===== src/rtl/fcmp_pkg.sv =====
package fcmp_pkg;
  localparam int EXP_W  = 11;
  localparam int FRAC_W = 52;
  localparam int DW     = EXP_W + FRAC_W + 1;
  localparam int NIB    = 4;
  localparam int NFLD   = 8;
  localparam int CRW    = NIB * NFLD;
  localparam int SELW   = $clog2(NFLD);

  typedef struct packed {
    logic lt;
    logic gt;
    logic eq;
  } order_t;
endpackage


===== src/rtl/fcmp_classify.sv =====
module fcmp_classify #(
  parameter int EXP_W  = 11,
  parameter int FRAC_W = 52,
  localparam int DW    = EXP_W + FRAC_W + 1
) (
  input  logic [DW-1:0] val,
  output logic          sign,
  output logic [DW-2:0] mag,
  output logic          is_zero,
  output logic          is_qnan,
  output logic          is_snan
);
  logic [EXP_W-1:0]  expo;
  logic [FRAC_W-1:0] frac;
  logic              exp_max;
  logic              frac_nz;

  always_comb begin
    sign    = val[DW-1];
    mag     = val[DW-2:0];
    expo    = val[DW-2 -: EXP_W];
    frac    = val[FRAC_W-1:0];
    exp_max = &expo;
    frac_nz = |frac;
    is_zero = (mag == '0);
    is_qnan = exp_max && frac[FRAC_W-1];
    is_snan = exp_max && frac_nz && !frac[FRAC_W-1];
  end
endmodule


===== src/rtl/fcmp_order.sv =====
module fcmp_order #(
  parameter int MW = 63
) (
  input  logic          sa,
  input  logic [MW-1:0] ma,
  input  logic          za,
  input  logic          sb,
  input  logic [MW-1:0] mb,
  input  logic          zb,
  output fcmp_pkg::order_t ord
);
  logic mag_lt;
  logic mag_eq;

  always_comb begin
    mag_lt = (ma < mb);
    mag_eq = (ma == mb);
    ord    = '0;
    if (za && zb) begin
      ord.eq = 1'b1;
    end else if (sa != sb) begin
      ord.lt = sa;
      ord.gt = sb;
    end else if (mag_eq) begin
      ord.eq = 1'b1;
    end else if (sa) begin
      ord.lt = !mag_lt;
      ord.gt = mag_lt;
    end else begin
      ord.lt = mag_lt;
      ord.gt = !mag_lt;
    end
  end
endmodule


===== src/rtl/fcmp_merge.sv =====
module fcmp_merge #(
  parameter int NIB      = 4,
  parameter int NFLD     = 8,
  parameter int STW      = 32,
  parameter int CC_LSB   = 12,
  parameter int SNAN_BIT = 24,
  parameter int VC_BIT   = 19,
  parameter int VE_BIT   = 7,
  localparam int CRW     = NIB * NFLD,
  localparam int SELW    = $clog2(NFLD)
) (
  input  fcmp_pkg::order_t ord,
  input  logic             nan_any,
  input  logic             snan_any,
  input  logic             qnan_any,
  input  logic             ordered,
  input  logic [SELW-1:0]  fld_sel,
  input  logic [CRW-1:0]   cr_in,
  input  logic [STW-1:0]   st_in,
  output logic [CRW-1:0]   cr_nx,
  output logic [STW-1:0]   st_nx
);
  logic [NIB-1:0] code;

  always_comb begin
    if (nan_any) code = 4'b0001;
    else         code = {ord.lt, ord.gt, ord.eq, 1'b0};
  end

  for (genvar k = 0; k < NFLD; k++) begin : g_fld
    assign cr_nx[CRW-1-NIB*k -: NIB] =
      (fld_sel == SELW'(k)) ? code : cr_in[CRW-1-NIB*k -: NIB];
  end

  always_comb begin
    st_nx = st_in;
    st_nx[CC_LSB +: NIB] = code;
    if (snan_any)
      st_nx[SNAN_BIT] = 1'b1;
    else if (ordered && (!st_in[VE_BIT] || qnan_any))
      st_nx[VC_BIT] = 1'b1;
  end
endmodule


===== src/rtl/fcmp_unit.sv =====
module fcmp_unit
  import fcmp_pkg::*;
#(
  parameter int STW      = 32,
  parameter int CC_LSB   = 12,
  parameter int SNAN_BIT = 24,
  parameter int VC_BIT   = 19,
  parameter int VE_BIT   = 7
) (
  input  logic            clk,
  input  logic            rst_n,
  input  logic            req_valid,
  output logic            req_ready,
  input  logic [DW-1:0]   op_a,
  input  logic [DW-1:0]   op_b,
  input  logic            ordered,
  input  logic [SELW-1:0] fld_sel,
  input  logic [CRW-1:0]  cr_in,
  input  logic [STW-1:0]  st_in,
  output logic            rsp_valid,
  input  logic            rsp_ready,
  output logic [CRW-1:0]  cr_out,
  output logic [STW-1:0]  st_out
);
  logic [DW-1:0] opv   [2];
  logic          sgn   [2];
  logic [DW-2:0] mag   [2];
  logic          zro   [2];
  logic          qn    [2];
  logic          sn    [2];

  assign opv[0] = op_a;
  assign opv[1] = op_b;

  for (genvar i = 0; i < 2; i++) begin : g_cls
    fcmp_classify #(.EXP_W(EXP_W), .FRAC_W(FRAC_W)) u_cls (
      .val(opv[i]), .sign(sgn[i]), .mag(mag[i]),
      .is_zero(zro[i]), .is_qnan(qn[i]), .is_snan(sn[i])
    );
  end

  order_t ord;
  fcmp_order #(.MW(DW-1)) u_ord (
    .sa(sgn[0]), .ma(mag[0]), .za(zro[0]),
    .sb(sgn[1]), .mb(mag[1]), .zb(zro[1]),
    .ord(ord)
  );

  logic snan_any, qnan_any, nan_any;
  assign snan_any = sn[0] | sn[1];
  assign qnan_any = qn[0] | qn[1];
  assign nan_any  = snan_any | qnan_any;

  logic [CRW-1:0] cr_nx;
  logic [STW-1:0] st_nx;
  fcmp_merge #(
    .NIB(NIB), .NFLD(NFLD), .STW(STW), .CC_LSB(CC_LSB),
    .SNAN_BIT(SNAN_BIT), .VC_BIT(VC_BIT), .VE_BIT(VE_BIT)
  ) u_mrg (
    .ord(ord), .nan_any(nan_any), .snan_any(snan_any), .qnan_any(qnan_any),
    .ordered(ordered), .fld_sel(fld_sel), .cr_in(cr_in), .st_in(st_in),
    .cr_nx(cr_nx), .st_nx(st_nx)
  );

  logic accept;
  assign req_ready = !rsp_valid || rsp_ready;
  assign accept    = req_valid && req_ready;

  always_ff @(posedge clk) begin
    if (!rst_n) begin
      rsp_valid <= 1'b0;
      cr_out    <= '0;
      st_out    <= '0;
    end else begin
      if (accept) begin
        rsp_valid <= 1'b1;
        cr_out    <= cr_nx;
        st_out    <= st_nx;
      end else if (rsp_ready) begin
        rsp_valid <= 1'b0;
      end
    end
  end
endmodule


===== config.mk =====
export PLATFORM = sky130hd
export DESIGN_NAME = fcmp_unit
export DESIGN_NICKNAME = d
export VERILOG_FILES = /design/src/rtl/fcmp_pkg.sv /design/src/rtl/fcmp_classify.sv /design/src/rtl/fcmp_order.sv /design/src/rtl/fcmp_merge.sv /design/src/rtl/fcmp_unit.sv
export SDC_FILE = /design/constraint.sdc
export NUM_CORES = 1
export LEC_CHECK = 0
export BUFFER_PORTS_ARGS = -buffer_cell sky130_fd_sc_hd__buf_2
export CAP_MARGIN = 10
export CORE_UTILIZATION = 40
export DETAILED_ROUTE_END_ITERATION = 8
export MAX_ROUTING_LAYER = met4
export PLACE_DENSITY = 0.71
export SETUP_SLACK_MARGIN = 0.15
export SYNTH_ARGS = -nofsm -noshare
export SYNTH_HDL_FRONTEND = slang
export SYNTH_SLANG_ARGS = --single-unit

===== constraint.sdc =====
create_clock -name clk -period 5.1 [get_ports clk]
set_clock_uncertainty 0.2 [all_clocks]
set_input_delay 1.02 -clock clk [delete_from_list [all_inputs] [get_ports clk]]
set_output_delay 1.02 -clock clk [all_outputs]
set_load 0.1 [all_outputs]

==> Word level (Yosys, flattened, before mapping) <==
Cells that the tools add are included.
{ "word_totals": {"reg_bits": 65, "out_inout_bits": 66, "word_cells": 61} }
{ "op_classes": {"n_lt_le_gt_ge": 1, "n_eq_ne": 9, "n_mux": 21, "n_bitwise": 3, "n_reduce_logical": 24} }
{ "op_table": {"columns": ["op", "count"], "rows": [
  ["zero test 63 bit", 2],
  ["OR reduction 52 bit", 2],
  ["== test 63 bit", 1],
  ["less-than comparator 63 bit", 1],
  ["two-way mux 4 bit", 9],
  ["AND reduction 11 bit", 2],
  ["== test 3 bit (second input constant)", 4],
  ["logical AND 1 bit", 9],
  ["two-way mux 1 bit", 8],
  ["two-way mux 2 bit", 4],
  ["== test 3 x 2 -> 1 bit (second input constant)", 2],
  ["zero test 1 bit", 5],
  ["== test 3 x 1 -> 1 bit (second input constant)", 1],
  ["zero test 3 bit", 1],
  ["OR 1 bit", 3],
  ["logical OR 1 bit", 2],
  ["nonzero test 2 bit", 1],
  ["inequality test 1 bit", 1]
]} }

==> Depth between registers and ports, before layout <==
{ "depth": {"ltp_word": 8, "depth_mapped": 10} }

==> Modules after synthesis <==
A second synthesis with hierarchy kept.
{ "hier_totals": {"hier_cells": 784, "area_unflattened_um2": 6388.6} }
{ "modules_own_cells": {"columns": ["module", "instances", "cells_per_inst", "area_per_inst_um2"], "rows": [
  ["fcmp_unit", 1, 285, 2673.8],
  ["fcmp_order", 1, 236, 1641.6],
  ["fcmp_classify", 2, 92, 683.2],
  ["fcmp_merge", 1, 79, 706.9]
]} }

==> Least setup slack after synthesis <==
No wires, ideal clock.
{ "synth_timing": {"kind": "in2reg", "start": "input port op_b[25]", "end": "register cr_out[13]", "t_arrival_ns": 3.308, "slack_ns": 1.507, "cell_stages": 9, "path_buffers": 0, "path_cell_list": "inv_1 -> ha_1 -> nand4_2 -> or4_4 -> or3_4 -> or3_4 -> a21boi_4 -> mux2i_1 -> a211oi_1"} }
{ "synth_between": {"elab_chain_len": 7, "word_cells_on_any_way": 13} }
{ "synth_lines": {"columns": ["item", "line_no", "source"], "rows": [
  ["from (decl)", "fcmp_unit.sv:15", "input logic [DW-1:0] op_b,"],
  ["branches (longest 5 deep; another with == test 63 bit)", null, null],
  ["two-way mux 4 bit (*)", "fcmp_merge.sv:26", "if (nan_any) code = 4'b0001;"],
  ["two-way mux 4 bit (*)", "fcmp_merge.sv:32", "(fld_sel == SELW'(k)) ? code : cr_in[CRW-1-NIB*k -: NIB];"],
  ["to (signal assigned)", "fcmp_unit.sv:77", "cr_out <= cr_nx;"],
  ["to (decl)", "fcmp_unit.sv:22", "output logic [CRW-1:0] cr_out,"]
]} }
Every way passes the cells marked *.
A chain may end at the register's enable or synchronous reset.

==> Worst setup path in the final report <==
{ "layout_timing": {"start": "input port op_a[57]", "end": "register cr_out[6]"} }
{ "layout_between": {"elab_chain_len": 8, "word_cells_on_any_way": 18} }
{ "layout_lines": {"columns": ["item", "line_no", "source"], "rows": [
  ["from (decl)", "fcmp_unit.sv:14", "input logic [DW-1:0] op_a,"],
  ["less-than comparator 63 bit", "fcmp_order.sv:16", "mag_lt = (ma < mb);"],
  ["zero test 1 bit", "fcmp_order.sv:31", "ord.gt = !mag_lt;"],
  ["two-way mux 2 bit", "fcmp_order.sv:26", "end else if (sa) begin"],
  ["two-way mux 2 bit", "fcmp_order.sv:24", "end else if (mag_eq) begin"],
  ["two-way mux 2 bit", "fcmp_order.sv:21", "end else if (sa != sb) begin"],
  ["two-way mux 2 bit", "fcmp_order.sv:19", "if (za && zb) begin"],
  ["two-way mux 4 bit (*)", "fcmp_merge.sv:26", null],
  ["two-way mux 4 bit (*)", "fcmp_merge.sv:32", null]
]} }
Every way passes the cells marked *; elsewhere a longest branch is shown, timed or not.

==> key figures <==
Run status
  • Status: finished, final reports clean

Place
  • GP Congestion: 0.8786
  • Placed Cells: roughly 1000
  • PortBufs: around 260
  • Placed cell area: 6065 um2
  • Dpl hpwl: ~12000 um

Floorplanning
  • Starting density of the core: 41.12%
  • Row count: 39
  • Die Y-Extent: 110.4 um
  • Core Area: 11420 um2
  • I/O pins: 266
  • Die ar.: between 10000 and 15000 um2
  • Die Wd: about 110 um

Setup path
  • Critical path launch point type: primary input
  • Slowest stage delay, CP: 0.71 ns
  • WS Path Type: in2reg
  • CP max stage cell: o31ai_2
  • Worst Path Required: 5.07 ns
  • Delay-heaviest family, CP: simple AND/OR/NAND/NOR gates
  • Arrival @ worst endpoint: around 3.8 ns
  • CP Max Fanout: 9
  • Crit end category: flop
  • CP bufs+invs: 1
  • CP cell instances: buf_2 > ha_1 > nand4_1 > nor4_1 > nand2_2 > or3_4 > or2b_1 > a21oi_1 > o31ai_2 > o21ai_0

Synthesis
  • Register area share after synthesis: 27.71%
  • Synthesized area per cell: 7.525 um2
  • Synth cell types: between 40 and 50
  • Cell Area, Synth: ~4700 um2
  • Syn_nets: 887
  • Synth Instances: 624
  • Share of synthesized registers carrying an async set or reset: 0%
  • Number of synthesized flops with an enable pin: 0
  • Top FF cell, synth: dfxtp_1
  • Ys Warns: 0
  • FF+latch count, synth: 65

Routing
  • DR iter-0 viols: 294
  • DR DRC count: 0
  • Per-cell routed wire length: around 15 um
  • Total number of vias: 5337
  • Routed Antenna Nets: 0
  • Average vias per placed instance: 5.227
  • Drt pass-1 iters: 4
  • Post-Route WL: ~15000 um

Clock tree
  • Clk Latency, worst-skew pair: approximately 0.33 ns
  • Clock-pin slew on the worst setup and hold paths: 0.06 ns
  • CTS Buf Count: 9
  • Hold-fix buffers, CTS: 0
  • Post-CTS Setup Repair Bufs: 0
  • Maximum clock path buffer count: 2
  • Post-CTS sizing: 0
  • Max H-tree Level: 3
  • CTS tree: done
  • Clk sink count: 65
  • Clk Tree Root Cell: clkbuf_16

Final layout
  • Non-Filler Instances: 1021
  • Nets: 1136
  • ANT cells: 0
  • Layout cell share with drive strength beyond 1: approximately a third
  • Area grow syn2layout: 36.48%
  • Fill cells: 1173
  • Final Cell Area: 6409 um2

Pwr
  • PD cells: just under 300 nW/um2
  • VDD IR max: about 290 uV
  • Leak pwr: between 3 and 4 nW
  • Total power: between 1.5 and 2 mW

Timing
  • Tmin final: just under 4 ns
  • Setup violations, final: 0
  • Hold Fails Final Rpt: 0
  • Setup TNS: 0 ns
  • Max frequency: 259.1 MHz
  • Worst Max-Slew Pin Slew: 1.044 ns
  • Slew margin rel.: 30.43%
  • Final Max Slew Viols: 0
  • Period utilization: about three quarters
  • RSZ-0062 raised after global routing: no

GRT
  • Initial antenna violation count: 0
  • Tot GR Track Use: ~25%
  • First-pass GRT wire length: 22380 um
  • Grt ovf: 0
  • Vias in the first global route: 4739
  • Largest net degree at the start of global routing: 58

Job
  • Max cap viols: 0

Hold path
  • HP Class: reg2reg
## cell usage after synthesis (2+ instances only)
cell type / count / share of area, %
ha_1: 63 / 17
o211ai_1: 2 / 0.32
or3_4: 2 / 0.48
and3_1: 17 / 2.3
nand3_1: 21 / 2.2
o31ai_2: 2 / 0.53
nor4_1: 34 / 4.5
and2b_1: 2 / 0.32
inv_1: 70 / 5.6
or4_4: 2 / 0.48
clkbuf_1: 19 / 1.5
clkbuf_8: 2 / 0.59
a21o_1: 2 / 0.32
and2_1: 2 / 0.27
a31oi_1: 17 / 2.3
o21ai_0: 28 / 3.0
a221oi_1: 5 / 0.93
dfxtp_1: 65 / 28
nor3b_1: 4 / 0.64
a21oi_1: 64 / 6.8
nand4_1: 21 / 2.8
a211oi_1: 19 / 3.0
nor2_1: 41 / 3.3
nand2_1: 81 / 6.5
nor3_1: 10 / 1.1
mux2i_1: 8 / 1.7
a22oi_1: 2 / 0.32
## flip-flops by register name, indices dropped and copies added, names as in the netlist
| register | flops |
|---|---|
| cr_out | 32 |
| st_out | 32 |
| rsp_valid | 1 |
## where the power goes
| group | switching, mW | internal (mW) | leakage, nW |
|---|---|---|---|
| registers | 0.0144 | 0.543 | 0.536 |
| logic | 0.443 | 0.161 | 2.64 |
| clock network | 0.224 | 0.480 | 0.163 |
## placed cells by master (no fill, tap or decap), types with 3 or more instances in the layout
master     count
nand4_1       21
clkbuf_16      9
nor4_1        34
a21oi_1       64
nor2_1        41
dfxtp_1       65
mux2i_1        8
nand2_1       80
a31oi_1       17
o21ai_0       28
inv_1         70
a221oi_1       5
nor3b_1        4
bufinv_16      3
nor3_1        10
and3_1        17
a211oi_1      19
nand3_1       21
buf_2        261
ha_1          63
## final cells by class
class | count | area, um2 | share of cell area, %
Clock buffer | 10 | 229.0 | 3.573
Clock inverter | 6 | 115.1 | 1.796
Inverter | 71 | 266.5 | 4.159
Multi-Input combinational cell | 463 | 2997 | 46.76
Sequential cell | 65 | 1301 | 20.30
Tap cell | 143 | 178.9 | 2.792
Timing Repair Buffer | 263 | 1321 | 20.62
## path summary, 6_finish.rpt
kind                                start         to  slack [ns]  cells past startpoint
worst max-delay path             op_a[57]  cr_out[6]        1.24                     10
worst min-delay path            st_out[6]  st_out[6]        0.25                      2
worst max register to register  rsp_valid  cr_out[6]        2.89                      6
worst min register to register  st_out[6]  st_out[6]        0.25                      2
## through the flow
stage	utilization, %	setup slack [ns]	hold slack, ns
finish	56.13	1.240	0.2495
global route	56.13	0.9127	0.2699
CTS	56.13	1.187	0.2517
detailed placement	53.11	0.8836	0.2443
global placement	53.11	0.9657	0.2397
floorplan	-	1.507	0.6876
## routing by layer
layer / global-route usage, % / routed length [um] / vias to the layer above / part of all wire, %
met5: - / 0 / - / 0
met4: 8.647 / 323 / 0 / 2.2
li1: - / - / 2752 / -
met3: 4.174 / 1176 / 28 / 7.8
met2: 44.01 / 7317 / 214 / 49
met1: 27.42 / 6204 / 2343 / 41
## kinds of logic (layout without fill, tap and decap cells)
| kind of cell | Yosys count | count (layout) | share of synthesized area (%) |
|---|---|---|---|
| compound gates | 144 | 144 | 18.28 |
| fa+ha+maj | 63 | 63 | 16.79 |
| buf+inv | 96 | 350 | 8.553 |
| flops | 65 | 65 | 27.71 |
| mux | 8 | 8 | 1.705 |
| simple gates | 248 | 248 | 26.97 |
## worst register-to-register path, cell delays in order (launching register included)
cell and delay (ns):
dfxtp_1 0.33, nand2b_1 0.11, nand2_2 0.56, buf_4 0.41
nor2_1 0.11, a31oi_1 0.20, o21ai_0 0.12
(Power assumes the default switching activity.)
